--- src/rtl/pmb_pkg.sv ---
package pmb_pkg;
  localparam int PC_W  = 12;
  localparam int OFS_W = PC_W - 1;

  localparam logic [7:0] OP_BANK_LO = 8'h63;
  localparam logic [7:0] OP_BANK_HI = 8'h73;
  localparam logic [7:0] OP_GATE_ON = 8'h33;

  function automatic logic [PC_W-1:0] next_in_bank(input logic [PC_W-1:0] cur);
    logic [OFS_W-1:0] ofs;
    ofs = cur[OFS_W-1:0] + {{(OFS_W-1){1'b0}}, 1'b1};
    return {cur[PC_W-1], ofs};
  endfunction
endpackage

--- src/rtl/pmb_opdec.sv ---
module pmb_opdec
  import pmb_pkg::*;
(
  input  logic       beat_ok,
  input  logic [7:0] opcode,
  output logic       want_lo,
  output logic       want_hi,
  output logic       want_gate
);
  always_comb begin
    want_lo   = beat_ok && (opcode == OP_BANK_LO);
    want_hi   = beat_ok && (opcode == OP_BANK_HI);
    want_gate = beat_ok && (opcode == OP_GATE_ON);
  end
endmodule

--- src/rtl/pmb_state.sv ---
module pmb_state (
  input  logic clk,
  input  logic rst,
  input  logic want_lo,
  input  logic want_hi,
  input  logic want_gate,
  output logic bank_q,
  output logic gate_q
);
  always_ff @(posedge clk) begin
    if (rst) begin
      bank_q <= 1'b0;
      gate_q <= 1'b0;
    end else begin
      if (want_hi)      bank_q <= 1'b1;
      else if (want_lo) bank_q <= 1'b0;
      if (want_gate)    gate_q <= 1'b1;
    end
  end
endmodule

--- src/rtl/pmb_pcseq.sv ---
module pmb_pcseq
  import pmb_pkg::*;
(
  input  logic             clk,
  input  logic             rst,
  input  logic             beat_ok,
  input  logic             do_jump,
  input  logic             do_call,
  input  logic             do_ret,
  input  logic [OFS_W-1:0] target,
  input  logic [PC_W-1:0]  popped,
  input  logic             bank_cur,
  output logic [PC_W-1:0]  pc_q,
  output logic [PC_W-1:0]  link_addr,
  output logic             link_ok
);
  logic [PC_W-1:0] pc_inc;
  logic [PC_W-1:0] pc_nxt;

  always_comb begin
    pc_inc    = next_in_bank(pc_q);
    link_addr = pc_inc;
    link_ok   = beat_ok && do_call && !do_ret;
    pc_nxt    = pc_q;
    if (beat_ok) begin
      if (do_ret)                  pc_nxt = popped;
      else if (do_jump || do_call) pc_nxt = {bank_cur, target};
      else                         pc_nxt = pc_inc;
    end
  end

  always_ff @(posedge clk) begin
    if (rst) pc_q <= '0;
    else     pc_q <= pc_nxt;
  end
endmodule

--- src/rtl/pmb_pc_ctrl.sv ---
module pmb_pc_ctrl
  import pmb_pkg::*;
(
  input  logic             clk,
  input  logic             rst,
  input  logic             in_valid,
  input  logic [7:0]       op_byte,
  input  logic             is_jump,
  input  logic             is_call,
  input  logic             is_ret,
  input  logic [OFS_W-1:0] tgt_addr,
  input  logic [PC_W-1:0]  ret_addr,
  output logic [PC_W-1:0]  pc,
  output logic             bank_sel,
  output logic             gate_en,
  output logic [PC_W-1:0]  push_addr,
  output logic             push_valid
);
  logic want_lo, want_hi, want_gate;

  pmb_opdec u_dec (
    .beat_ok  (in_valid),
    .opcode   (op_byte),
    .want_lo  (want_lo),
    .want_hi  (want_hi),
    .want_gate(want_gate)
  );

  pmb_state u_state (
    .clk      (clk),
    .rst      (rst),
    .want_lo  (want_lo),
    .want_hi  (want_hi),
    .want_gate(want_gate),
    .bank_q   (bank_sel),
    .gate_q   (gate_en)
  );

  pmb_pcseq u_seq (
    .clk      (clk),
    .rst      (rst),
    .beat_ok  (in_valid),
    .do_jump  (is_jump),
    .do_call  (is_call),
    .do_ret   (is_ret),
    .target   (tgt_addr),
    .popped   (ret_addr),
    .bank_cur (bank_sel),
    .pc_q     (pc),
    .link_addr(push_addr),
    .link_ok  (push_valid)
  );
endmodule

--- config.mk ---
export PLATFORM = sky130hd
export DESIGN_NAME = pmb_pc_ctrl
export DESIGN_NICKNAME = d
export VERILOG_FILES = /design/src/rtl/pmb_pkg.sv /design/src/rtl/pmb_opdec.sv /design/src/rtl/pmb_state.sv /design/src/rtl/pmb_pcseq.sv /design/src/rtl/pmb_pc_ctrl.sv
export SDC_FILE = /design/constraint.sdc
export NUM_CORES = 1
export LEC_CHECK = 0
export ABC_AREA = 0
export CORE_MARGIN = 5
export CORE_UTILIZATION = 38
export CTS_BUF_LIST = sky130_fd_sc_hd__clkbuf_8
export CTS_CLUSTER_DIAMETER = 60
export DETAILED_ROUTE_END_ITERATION = 16
export MAX_ROUTING_LAYER = met4
export PLACE_DENSITY = 0.82
export SLEW_MARGIN = 40
export SYNTH_ARGS = -nofsm -noshare
export SYNTH_HDL_FRONTEND = slang
export SYNTH_SLANG_ARGS = --single-unit
export TNS_END_PERCENT = 50
--- constraint.sdc ---
create_clock -name clk -period 2.15 [get_ports clk]
set_input_delay 0.215 -clock clk [delete_from_list [all_inputs] [get_ports clk]]
set_output_delay 0.215 -clock clk [all_outputs]
set_load 0.005 [all_outputs]
==> flow_summary.ini, run 1 <==
[global_route]
grt_pass1_vias = 1368
grt.total_usage_pct = 19.8
grt_pass1_wl_um = 6340
grt_overflow = 0
grt_max_degree = 23
antenna_found_initial = 0

[synth]
yosysSeqAreaShare_pct = 27.0
ys_warn_count = 0
avgSynthCellArea_um2 = 7.70
synth-async-reset-ratio_pct = 0
synth_edf_count = 0
syn_nets = 173
netlist_top_cells_area = dfxtp_1, nand2_1, clkbuf_8, nor2_1, a311oi_1
synth_top_cell_area_share_pct = 27.0
synth_area_mm2 = 0.00104
synth_ff_type = dfxtp_1
synth_seq_cells = 14
synthCells = 135
yosysUniqueCellTypes = 42
yosysTopAreaCell = dfxtp_1

[sta]
drv_slew = 0
rsz0062_at_grt = no
skew_ns = 0.000852
relSlewSlack_pct = 74.9
hold_violations = 0
fin_crit_ns = 2.03
finalCritPeriodShare_pct = 94.2
finalSetupViolations = 0
fmax_ghz = 0.494
max_slew.worst_pin.slew_ns = 0.371

[power_and_ir_drop]
total_power_w = 0.000837
vdd_drop_max_mv = 0.413
p_per_area_mw_per_mm2 = 466
p_leak_nw = 0.759

[drt]
dr.pass1.iters = 4
drt_iter0_markers = 88
wl_per_cell_um = 16.0
via_count = 1267
drc = 0
ant_nets = 0
routed_wl_um = 3770
viasPerCell = 5.37

[critical_path]
rrSetupSlack_ns = 0.45
rr_startpoint = u_seq.pc_q[1]$_SDFFE_PP0P_
required_ns = 1.93
r2r_cells = 5
arrival_ns = 1.81
r2r_end = u_seq.pc_q[8]$_SDFFE_PP0P_
slowest_delay_ns = 0.49
worstPathCellList = ha_4 > nand2_2 > or3_4 > nand2_1 > clkdlybuf4s50_1
critical_path.max_fanout = 6
critPathKind = flip-flop to primary output
slowest_stage = clkdlybuf4s50_1
worst_setup_path_start_kind = flip-flop
worstSetupEndpointType = primary output

[placed_design]
placed_cells_incl_taps = 231
portBuffers = 63
routabilityCongestion = 0.879
hpwlAfterDp_um = 2850

[clocking]
cts_htree_levels = 1
clock_latency_ns = 0.25
cts.sinks = 14
ctsLongestPathBuffers = 2
cts-root-buf = clkbuf_8
hold_buffers = 0
clkTransAtPathRegs_ns = 0.07
cts_made_buffers = 3
cts_tree = built

[die]
dieArea_mm2 = 0.00388
ioPinCount = 64
fp-row-count = 19
dieWidth_um = 62.3
core_mm2 = 0.00269
die_y_um = 62.3
initial_utilization_pct = 38.7

[final_layout]
num_antenna_cells = 0
drive_above_1_share_pct = 15.6
areaGrowthSynthToFinish_pct = 72.8
nNetsFinal = 244
final_common_cell = clkdlybuf4s50_1
fin_cells = 236
finish.utilization_pct = 66.9
layout_common_cells = clkdlybuf4s50_1, nand2_1, nor2_1, buf_4, dfxtp_1

[hold_path]
holdCritStartpoint = u_state.gate_q$_SDFFE_PP0P_
whs_path_depth = 2
hold_class = flip-flop to flip-flop
min_to = u_state.gate_q$_SDFFE_PP0P_

[run_status]
status = complete, no violations

[job]
cap_violations = 0
worst max-delay path, delay by kind of cell, from the launching register on:
family	cells	cell delay [ns]
flops	1	0.37
simple gates	3	0.55
buf+inv	1	0.49
fa+ha+maj	1	0.15
through the flow:
| step | setup TNS, ns | instance area [µm²] | hold slack (ns) | setup WS (ns) |
|---|---|---|---|---|
| 3_5_place_dp | 0 | 1700 | 0.468 | 0.0717 |
| 5_1_grt | 0 | 1800 | 0.541 | 0.0648 |
| 6_report | 0 | 1800 | 0.476 | 0.124 |
| 4_1_cts | -0.0729 | 1790 | 0.482 | -0.0581 |
| 2_1_floorplan | 0 | 1040 | 0.359 | 0.381 |
| 3_3_place_gp | 0 | 1700 | 0.465 | 0.134 |
power breakdown:
group          internal, W  leakage [nW]  switching, W
sequential        0.000277         0.118     0.0000207
clock             0.000163        0.0288      0.000108
combinational     0.000167         0.612      0.000102
total             0.000607         0.759      0.000230
what timing repair did:
item | in CTS | in global routing
pin swaps | 0 | 2
endpoints found under the setup margin | 5 | 4
gates resized for setup | 12 | 4
setup buffers | 1 | 0
synthesized netlist by cell type, drive strengths merged (3+ instances only):
cell / instances
o21ai: 6
a21oi: 4
nand2b: 4
inv: 6
dfxtp: 14
o211ai: 4
xor2: 3
and3: 3
clkbuf: 7
a311oi: 4
nand2: 20
nor2: 18
nand3: 5
nor3: 4
kinds of logic after synthesis:
logic type,share of synthesized area (%)
buffers and inverters,11.0
and+or+nand+nor,30.0
muxes,0.963
DFF,27.0
xor gates and xnor gates,4.21
adders and majority gates,1.20
AOI/OAI and AO/OA,25.8
flip-flops by register name, summed over array words and instances, names as in the netlist:
signal / cells
u_seq.pc_q: 12
u_state.bank_q: 1
u_state.gate_q: 1
metal layers:
layer | vias up | wire [µm] | global-route usage, % | part of all wire (%)
li1 | 634 | - | - | -
met1 | 587 | 1580 | 22.5 | 42
met2 | 40 | 1910 | 34.5 | 51
met3 | 6 | 223 | 5.05 | 5.9
met4 | 0 | 51 | 4.77 | 1.4
met5 | - | 0 | - | 0
how the worst max path moves through the flow:
stage / slack [ns] / startpoint / end
global route: 0.06 / u_seq.pc_q[1]$_SDFFE_PP0P_ / push_addr[6]
global placement: 0.13 / u_seq.pc_q[1]$_SDFFE_PP0P_ / push_addr[8]
CTS: -0.06 / u_seq.pc_q[0]$_SDFFE_PP0P_ / push_addr[7]
finish: 0.12 / u_seq.pc_q[1]$_SDFFE_PP0P_ / push_addr[6]
detailed placement: 0.07 / u_seq.pc_q[1]$_SDFFE_PP0P_ / push_addr[8]
floorplan: 0.38 / u_seq.pc_q[0]$_SDFFE_PP0P_ / u_seq.pc_q[8]$_SDFFE_PP0P_
cell type report:
class | count | area (µm²)
Clock buffer | 4 | 55.1
Fill cell | 215 | 890
Inverter | 6 | 22.5
Multi-Input combinational cell | 106 | 664
Sequential cell | 14 | 290
Tap cell | 31 | 38.8
Timing Repair Buffer | 75 | 726
Power figures use the tool's default switching activity.
==> run 2: changes to the inputs <==
--- a/config.mk
+++ b/config.mk
@@ -11,6 +11,7 @@
 export CTS_BUF_LIST = sky130_fd_sc_hd__clkbuf_8
 export CTS_CLUSTER_DIAMETER = 60
 export DETAILED_ROUTE_END_ITERATION = 16
+export GPL_ROUTABILITY_DRIVEN = 1
 export MAX_ROUTING_LAYER = met4
 export PLACE_DENSITY = 0.82
 export SLEW_MARGIN = 40
==> results of run 2 <==
No change in the layout: final DEF, timing and power equal those of run 1.
